`config.mk`:
```
export PLATFORM = sky130hd
export DESIGN_NAME = sw_cs_spi_master
export DESIGN_NICKNAME = d
export VERILOG_FILES = /design/src/rtl/sw_spi_pkg.sv /design/src/rtl/sw_spi_regs.sv /design/src/rtl/sw_spi_seq.sv /design/src/rtl/sw_spi_shift.sv /design/src/rtl/sw_cs_spi_master.sv
export SDC_FILE = /design/constraint.sdc
export NUM_CORES = 1
export LEC_CHECK = 0
export BUFFER_PORTS_ARGS = -buffer_cell sky130_fd_sc_hd__buf_2
export CAP_MARGIN = 20
export CORE_MARGIN = 4
export CORE_UTILIZATION = 61
export DETAILED_ROUTE_END_ITERATION = 16
export HOLD_SLACK_MARGIN = 0.05
export PLACE_DENSITY_LB_ADDON = 0.1
export SYNTH_ARGS = -nofsm -noshare
export SYNTH_HDL_FRONTEND = slang
export SYNTH_SLANG_ARGS = --single-unit
export TNS_END_PERCENT = 100
```
`constraint.sdc`:
```
create_clock -name clk -period 3.85 [get_ports clk]
set_input_delay 0 -clock clk [delete_from_list [all_inputs] [get_ports clk]]
set_output_delay 0 -clock clk [all_outputs]
set_load 0.01 [all_outputs]
```
`src/rtl/sw_spi_pkg.sv`:
```
package sw_spi_pkg;

    localparam int DATA_W = 8;
    localparam int LEN_W  = 3;
    localparam int CNT_W  = $clog2(DATA_W + 1);
    localparam int IDX_W  = $clog2(DATA_W);

    typedef enum logic [1:0] {
        A_CFG  = 2'd0,
        A_EXEC = 2'd1,
        A_DATA = 2'd2,
        A_STAT = 2'd3
    } reg_addr_e;

    typedef struct packed {
        logic             cpha;
        logic             cpol;
        logic             cs_lvl;
        logic             en;
        logic [LEN_W-1:0] len;
    } cfg_t;

    localparam cfg_t CFG_RESET = '{cpha: 1'b0, cpol: 1'b0, cs_lvl: 1'b1,
                                   en: 1'b0, len: '0};

    typedef enum logic [1:0] {
        ST_IDLE   = 2'd0,
        ST_FIRST  = 2'd1,
        ST_SECOND = 2'd2
    } seq_state_e;

endpackage

```
`src/rtl/sw_spi_regs.sv`:
```
module sw_spi_regs
    import sw_spi_pkg::*;
(
    input  logic              clk,
    input  logic              rst_n,
    input  logic              bus_wr,
    input  logic [1:0]        bus_addr,
    input  logic [6:0]        bus_wdata,
    input  logic              busy,
    input  logic [DATA_W-1:0] data_q,
    output cfg_t              cfg_q,
    output logic              exec_req,
    output logic              data_wr,
    output logic [DATA_W-1:0] bus_rdata
);

    reg_addr_e addr;
    assign addr = reg_addr_e'(bus_addr);

    // configuration register: written at any time, busy or not
    always_ff @(posedge clk or negedge rst_n) begin
        if (!rst_n) begin
            cfg_q <= CFG_RESET;
        end else if (bus_wr && addr == A_CFG) begin
            cfg_q <= cfg_t'(bus_wdata);
        end
    end

    // strobes qualified by engine state
    always_comb begin
        exec_req = bus_wr && (addr == A_EXEC) && bus_wdata[0] && cfg_q.en && !busy;
        data_wr  = bus_wr && (addr == A_DATA) && !busy;
    end

    // read mux
    always_comb begin
        unique case (addr)
            A_CFG:   bus_rdata = {1'b0, cfg_q};
            A_EXEC:  bus_rdata = '0;
            A_DATA:  bus_rdata = data_q;
            A_STAT:  bus_rdata = {{(DATA_W-1){1'b0}}, busy};
            default: bus_rdata = '0;
        endcase
    end

endmodule

```
`src/rtl/sw_spi_seq.sv`:
```
module sw_spi_seq
    import sw_spi_pkg::*;
#(
    parameter int HALF_DIV = 2
) (
    input  logic             clk,
    input  logic             rst_n,
    input  logic             start,
    input  logic             cfg_en,
    input  logic             cfg_cpol,
    input  logic             cfg_cpha,
    input  logic [LEN_W-1:0] cfg_len,
    input  logic             miso,
    output logic             busy,
    output logic             sclk,
    output logic             rx_bit,
    output logic             shift_en,
    output logic [CNT_W-1:0] nbits
);

    localparam int HC_W = (HALF_DIV > 1) ? $clog2(HALF_DIV) : 1;
    localparam logic [HC_W-1:0] HC_LOAD = HC_W'(HALF_DIV - 1);

    seq_state_e       state, nxt;
    logic [HC_W-1:0]  hc;
    logic [CNT_W-1:0] bits_left;
    logic             first_lvl;
    logic             half_end;

    assign half_end = (hc == '0);

    // state register
    always_ff @(posedge clk or negedge rst_n) begin
        if (!rst_n) begin
            state <= ST_IDLE;
        end else begin
            state <= nxt;
        end
    end

    // next state
    always_comb begin
        nxt = state;
        unique case (state)
            ST_IDLE:   if (start)    nxt = ST_FIRST;
            ST_FIRST:  if (half_end) nxt = ST_SECOND;
            ST_SECOND: if (half_end) nxt = (bits_left == CNT_W'(1)) ? ST_IDLE : ST_FIRST;
            default:   nxt = ST_IDLE;
        endcase
        if (!cfg_en) nxt = ST_IDLE;
    end

    // counters, snapshot and MISO capture
    always_ff @(posedge clk or negedge rst_n) begin
        if (!rst_n) begin
            hc        <= '0;
            bits_left <= '0;
            nbits     <= CNT_W'(DATA_W);
            first_lvl <= 1'b0;
            rx_bit    <= 1'b0;
        end else begin
            if (state == ST_IDLE && nxt == ST_FIRST) begin
                bits_left <= (cfg_len == '0) ? CNT_W'(DATA_W) : CNT_W'(cfg_len);
                nbits     <= (cfg_len == '0) ? CNT_W'(DATA_W) : CNT_W'(cfg_len);
                first_lvl <= cfg_cpol ^ cfg_cpha;
            end
            if (state != nxt) begin
                hc <= HC_LOAD;
            end else if (state != ST_IDLE) begin
                hc <= hc - 1'b1;
            end
            if (state == ST_SECOND && nxt == ST_FIRST) begin
                bits_left <= bits_left - 1'b1;
            end
            if (state == ST_FIRST && nxt == ST_SECOND) begin
                rx_bit <= miso;
            end
        end
    end

    // outputs
    always_comb begin
        busy     = (state != ST_IDLE);
        shift_en = 1'b0;
        unique case (state)
            ST_IDLE:   sclk = cfg_cpol;
            ST_FIRST:  sclk = first_lvl;
            ST_SECOND: begin
                sclk     = ~first_lvl;
                shift_en = half_end && cfg_en;
            end
            default:   sclk = cfg_cpol;
        endcase
    end

endmodule

```
`src/rtl/sw_spi_shift.sv`:
```
module sw_spi_shift
    import sw_spi_pkg::*;
(
    input  logic              clk,
    input  logic              rst_n,
    input  logic              data_wr,
    input  logic [DATA_W-1:0] wdata,
    input  logic              shift_en,
    input  logic              rx_bit,
    input  logic [CNT_W-1:0]  nbits,
    input  logic              busy,
    output logic [DATA_W-1:0] data_q,
    output logic              mosi
);

    logic [DATA_W-1:0] shifted;
    logic [IDX_W-1:0]  top_idx;

    // per-bit shift: only the low nbits move, the rest hold
    for (genvar i = 0; i < DATA_W; i++) begin : g_bit
        logic in_win;
        assign in_win = (CNT_W'(i) < nbits);
        if (i == 0) begin : g_lsb
            assign shifted[i] = in_win ? rx_bit : data_q[i];
        end else begin : g_up
            assign shifted[i] = in_win ? data_q[i-1] : data_q[i];
        end
    end

    always_ff @(posedge clk or negedge rst_n) begin
        if (!rst_n) begin
            data_q <= '0;
        end else if (data_wr) begin
            data_q <= wdata;
        end else if (shift_en) begin
            data_q <= shifted;
        end
    end

    assign top_idx = IDX_W'(nbits - CNT_W'(1));
    assign mosi    = busy & data_q[top_idx];

endmodule

```
`src/rtl/sw_cs_spi_master.sv`:
```
module sw_cs_spi_master
    import sw_spi_pkg::*;
#(
    parameter int HALF_DIV = 2
) (
    input  logic        clk,
    input  logic        rst_n,
    input  logic [1:0]  bus_addr,
    input  logic        bus_wr,
    input  logic [7:0]  bus_wdata,
    output logic [7:0]  bus_rdata,
    output logic        spi_sclk,
    output logic        spi_mosi,
    input  logic        spi_miso,
    output logic        spi_cs_n
);

    cfg_t              cfg_q;
    logic              exec_req;
    logic              data_wr;
    logic              seq_busy;
    logic              rx_bit;
    logic              shift_en;
    logic [CNT_W-1:0]  nbits;
    logic [DATA_W-1:0] data_q;

    sw_spi_regs i_regs (
        .clk       (clk),
        .rst_n     (rst_n),
        .bus_wr    (bus_wr),
        .bus_addr  (bus_addr),
        .bus_wdata (bus_wdata[6:0]),
        .busy      (seq_busy),
        .data_q    (data_q),
        .cfg_q     (cfg_q),
        .exec_req  (exec_req),
        .data_wr   (data_wr),
        .bus_rdata (bus_rdata)
    );

    sw_spi_seq #(.HALF_DIV(HALF_DIV)) i_seq (
        .clk      (clk),
        .rst_n    (rst_n),
        .start    (exec_req),
        .cfg_en   (cfg_q.en),
        .cfg_cpol (cfg_q.cpol),
        .cfg_cpha (cfg_q.cpha),
        .cfg_len  (cfg_q.len),
        .miso     (spi_miso),
        .busy     (seq_busy),
        .sclk     (spi_sclk),
        .rx_bit   (rx_bit),
        .shift_en (shift_en),
        .nbits    (nbits)
    );

    sw_spi_shift i_shift (
        .clk      (clk),
        .rst_n    (rst_n),
        .data_wr  (data_wr),
        .wdata    (bus_wdata),
        .shift_en (shift_en),
        .rx_bit   (rx_bit),
        .nbits    (nbits),
        .busy     (seq_busy),
        .data_q   (data_q),
        .mosi     (spi_mosi)
    );

    assign spi_cs_n = cfg_q.cs_lvl;

endmodule

```
**After elaboration in Yosys (flattened, before gate mapping)**

Cells that the tools add are included.

- Bits of input ports: 14
- Word-level logic and storage cells: 105
- Flip-flop bits (word level): 28
- Output and inout bits: 11

- Reductions and logical operators: 35
- Bitwise operators: 4
- Multiplexer cells: 26
- Equality and inequality tests: 9
- $lt $le $gt $ge: 9
- Add/sub/neg operators: 3

Operators with widths:

| kind | count |
|---|---|
| one-hot mux 8 bit (4 select lines) | 1 |
| nonzero test 2 bit | 12 |
| < comparator 3 x 4 -> 1 bit (first input constant) | 4 |
| two-way mux 8 bit | 2 |
| AND reduction 2 bit | 8 |
| two-way mux 1 bit | 13 |
| two-way mux 4 bit | 3 |
| logical AND 1 bit | 11 |
| == test 2 bit (second input constant) | 4 |
| < comparator 1 x 4 -> 1 bit (first input constant) | 2 |
| < comparator 2 x 4 -> 1 bit (first input constant) | 2 |
| two-way mux 2 bit | 4 |
| == test 2 x 1 -> 1 bit (second input constant) | 3 |
| one-hot mux 2 bit (3 select lines) | 1 |
| == test 4 x 1 -> 1 bit (second input constant) | 1 |
| logical NOT 2 bit | 2 |
| < comparator 3 x 4 -> 1 bit (second input constant) | 1 |
| subtractor 4 x 1 -> 4 bit (second input constant) | 1 |
| binary-select mux 1 bit (select 3 bit) | 1 |
| logical NOT 3 bit | 1 |
| subtractor 3 x 1 -> 3 bit (second input constant) | 1 |
| != test 2 bit | 1 |
| NOT 1 bit | 2 |
| one-hot mux 1 bit (2 select lines) | 1 |
| 4 further kinds | 4 |

**Depth between registers and ports, before layout**

- Depth in word-level cells: 12
- Gate-level depth with buffers: 8
- Depth with buffers taken out: 7

**Modules after synthesis**

A second synthesis with hierarchy kept.

- Cells, all modules: 183
- Area total of the unflattened synthesis: 1900.6 um2

Modules (own cells, without submodules):

| module | cells each | area each (um2) | times used | sequential area each (um2) |
|---|---|---|---|---|
| sw_spi_seq | 83 | 888.4 | 1 | 326.6 |
| sw_spi_shift | 62 | 590.6 | 1 | 200.2 |
| sw_spi_regs | 38 | 421.7 | 1 | 176.4 |

**Worst setup path after synthesis**

Ideal clock, no wire load.

- Kind: register -> register
- Start point: reg i_seq.state[0]
- End point: reg i_seq.nbits[1]
- Stages on the path, launching flop included: 9
- Arrival: 1.780 ns
- Buffers on the path: 1
- Library setup time: 0.125 ns
- Required time: 3.725 ns
- Path slack: 1.945 ns
- Period minus slack after synthesis: 1.905 ns
- Cell sequence: dfrtp_1 > inv_1 > ha_1 > inv_2 > o32ai_2 > o211ai_2 > or2_1 > buf_6 > mux2_4

- Longest elaborated chain between the ends: 8
- Elaborated cells between the ends (all ways): 13
- Classes of those cells: eq/ne (3); mux (5); reduce/logical (5)

Ends and longest elaborated chain:

| what | line | source |
|---|---|---|
| from (decl) | sw_spi_seq.sv:24 | `seq_state_e state, nxt;` |
| from (signal assigned) | sw_spi_seq.sv:37 | `state <= nxt;` |
| nonzero test 2 bit | sw_spi_seq.sv:83 | `busy = (state != ST_IDLE);` |
| logical NOT 1 bit | sw_spi_regs.sv:31 | `exec_req = bus_wr && (addr == A_EXEC) && bus_wdata[0] && cfg_q.en && !busy;` |
| logical AND 1 bit | sw_spi_regs.sv:31 |  |
| two-way mux 2 bit | sw_spi_seq.sv:45 | `ST_IDLE: if (start) nxt = ST_FIRST;` |
| one-hot mux 2 bit (3 select lines) | sw_spi_seq.sv:44 | `unique case (state)` |
| two-way mux 2 bit | sw_spi_seq.sv:50 | `if (!cfg_en) nxt = ST_IDLE;` |
| == test 2 x 1 -> 1 bit | sw_spi_seq.sv:62 | `if (state == ST_IDLE && nxt == ST_FIRST) begin` |
| logical AND 1 bit * | sw_spi_seq.sv:62 |  |
| to (signal assigned) | sw_spi_seq.sv:58 | `nbits <= CNT_W'(DATA_W);` |
| to (signal assigned) | sw_spi_seq.sv:64 | `nbits <= (cfg_len == '0) ? CNT_W'(DATA_W) : CNT_W'(cfg_len);` |
| to (decl) | sw_spi_seq.sv:18 | `output logic [CNT_W-1:0] nbits` |

Mark *: on every way between the ends. The rest lies on a longest branch, timed or not.
A chain may end at the register's enable or synchronous reset.

**Worst setup path after layout**

- Start point: reg i_seq.state[1]
- End point: reg i_seq.nbits[2]

The elaborated chain is that of the path after synthesis.

==> impl_results.md <==
* Status: finished clean
* R2R Path Start: i_seq.state[1]
* Syn Area/Cell at 9.57 µm²
* Cell Area, Synth at 1820 µm²
* Bufs on Longest Clock Path at 2
* Area leader, netlist: dfrtp_1
* Final Skew at 16.1 ps
* CP peak stage delay at 480 ps
* Commonest register cell after synthesis: dfrtp_1
* Critical setup path kind: reg2reg
* Most used cell, CP: o211ai_2
* Postcts setup bufs at 0
* Clock Tree Root: clkbuf_4
* Total GRT Usage at 23.1%
* Max-slew violations at 0
* Max Cap Violations at 0
* Worst EP required at 4110 ps
* Max Freq at 396 MHz
* RR Endpoint: i_seq.nbits[2]
* Fin crit share at 65.6%
* R2R cell count at 7
* Gate Count Post-Synth at 190
* Slew HR at 51.9%
* Final setup viols at 0
* Syn-to-layout area delta at 14.6%
* Hold_sp: bus_wr
* Crit end category: register
* CP max FO at 13
* Starting density of the core at 64.9%
* Worst-path clk slew at 160 ps
* RSZ-0062 raised after global routing: no
* Post-synth ARST share at 100%
* Worst endpoint data arrival time at 2780 ps
* CTS tree: built
* Final Critical Period at 2530 ps
* DR pass1 iterations at 4
* Wire length of the first global-routing pass at 7.23 mm
* Yosys cell types at 43
* Skew-Pair Late Insertion Delay at 340 ps
* Critical Path Start Type: register
* Power Density at 515 nW/µm²
* Synthesized Nets at 212
* Core box area at 2810 µm²
* Share of layout cells above drive strength 1 at 23.1%
* CP Cell Sequence: inv_1, ha_1, nand4_1, o211ai_2, o211ai_2, or2_1, mux2_4
* Synthesis Warnings at 0
* Hold depth at 3
* Gpl congestion at 0.937
* Setup_tns at 0 ps
* WL/cell at 16.8 µm
* Die Height at 62.6 µm
* ANT cells at 0
* Via Count at 1514
* Final Hold Fails at 0
* Number of nets in the layout at 244
* First DRT Iteration DRCs at 54
* Post-route ant nets at 0
* Top cell type's share of synthesized area at 35.8%
* Largest net degree at the start of global routing at 29
* # IOs at 25
* Total power at 1070 µW
* DR vias/cell at 6.01
* H-tree Lvls at 1
* # DRC at 0
* Reg2reg setup slack at 1320 ps
* WHS Endpoint: i_shift.data_q[4]
* TritonCTS Sinks at 28
* I/O Buffers at 24
* Synth area leaders: dfrtp_1 (36%), mux2i_1 (7.2%), mux2_2 (5.6%)
* Slowest cell on crit path: dfrtp_1
* Die area at 3920 µm²
* Min-Delay Path Class: in2reg
* Gr ovfl total at 0
* Initial antenna violation count at 0
* Part of the Yosys area used for sequential elements at 38.7%
* # rows at 19
* Max VDD drop at 0.351 mV
* Slew @ Worst Pin at 719 ps
* Synthesized flop and latch total at 28
* Post-Route WL at 4.23 mm
* Die width at 62.6 µm
* Number of flops mapped to enable cells by yosys at 0
* Post-DP HPWL at 3.16 mm
* Leakage dissipation at 0.00100 µW
* Vias in the first global route at 1527
* CTS Buf Count at 3
==> registers in the layout (all words and copies together) (netlist names) <==
name             cells
i_shift.data_q       8
i_regs.cfg_q         7
i_seq.bits_left      4
i_seq.nbits          4
i_seq.state          2
i_seq.first_lvl      1
i_seq.hc             1
i_seq.rx_bit         1
==> Yosys cell counts, drive strengths merged, types with 3 or more instances <==
| library cell | n |
|---|---|
| dfrtp | 26 |
| buf | 6 |
| a21oi | 12 |
| nor2 | 20 |
| nand3 | 3 |
| nand2b | 3 |
| ha | 8 |
| mux2i | 13 |
| nand2 | 22 |
| inv | 11 |
| o21ai | 15 |
| mux2 | 12 |
| or3 | 3 |
| nor3 | 4 |
| xnor2 | 3 |
==> metrics by stage <==
stage	setup slack [ps]	std cells	cell area [µm²]	hold WS [ps]	util, %
2_1_floorplan	1940	190	1820	-296	-
3_3_place_gp	1510	238	1930	36.0	68.9
5_1_grt	1140	252	2080	122	74.3
6_report	1320	252	2080	94.2	74.3
3_5_place_dp	1350	238	1930	46.4	68.9
4_1_cts	1340	252	2080	87.3	74.3
==> cells in the final DEF, fill, tap and decap left out, types with 3 or more instances in the layout <==
cell	synthesis	layout
xnor2_1	3	3
nor3_1	4	4
a21oi_1	12	12
clkbuf_4	0	3
o21ai_0	11	11
dfrtp_1	26	26
or3_1	3	3
mux2i_1	13	13
o21ai_1	3	3
nand2_1	22	22
ha_1	8	8
mux2_4	3	3
inv_1	10	10
mux2_2	9	9
dlygate4sd3_1	0	10
buf_2	4	24
nor2_1	20	20
==> logic make-up (layout without fill, tap and decap cells) <==
kind of cell	count (synthesis)	after routing	share of synthesized area, %
compound gates	40	40	14.5
xor+xnor	4	4	1.93
fa+ha+maj	8	8	5.50
buf+inv	18	49	4.81
flops	28	28	38.7
mux	27	27	17.7
simple gates	65	65	16.9
==> where the power goes <==
group / internal [µW] / switching, µW / leakage (µW) / total [µW]
Combinational: 198 / 179 / 0.000633 / 377
Clock: 105 / 91.9 / 0.0000279 / 197
Sequential: 383 / 116 / 0.000343 / 499
==> worst max path at each step <==
stage                   startpoint  slack, ps              to  cells after the start
global placement    i_seq.state[1]       1510  i_seq.nbits[1]                      7
floorplan           i_seq.state[0]       1940  i_seq.nbits[1]                      8
global route        i_seq.state[1]       1140  i_seq.nbits[2]                      7
CTS                 i_seq.state[1]       1340  i_seq.nbits[2]                      7
finish              i_seq.state[1]       1320  i_seq.nbits[2]                      7
detailed placement  i_seq.state[1]       1350  i_seq.nbits[2]                      7
==> layer usage <==
metal	wire length (µm)	global-route usage (%)
met1	1930	31.4
met4	44	6.89
met3	191	3.06
met2	2070	38.3
met5	0	0
==> layout make-up <==
| type | count | area, µm² |
|---|---|---|
| multi-input combinational | 144 | 1030 |
| fill | 236 | 721 |
| sequential | 28 | 703 |
| timing repair buffer | 34 | 220 |
| inverter | 11 | 41.3 |
| tap | 31 | 38.8 |
| clock inverter | 1 | 30.0 |
| clock buffer | 3 | 22.5 |
==> repair_timing <==
item                                   4_1_cts  5_1_grt
endpoints found under the hold margin       44        0
hold buffers                                10        0
gates resized for setup                      0        0
setup endpoints to repair                    0        0
==> worst max-delay path: cells and delay by family, from the launching register on <==
kind            cells  cell delay (ps)
buf+inv             1              110
simple gates        2              590
compound gates      2              480
mux                 1              330
flops               1              480
fa+ha+maj           1              470
Note: power is estimated with default switching activity, not from simulation.
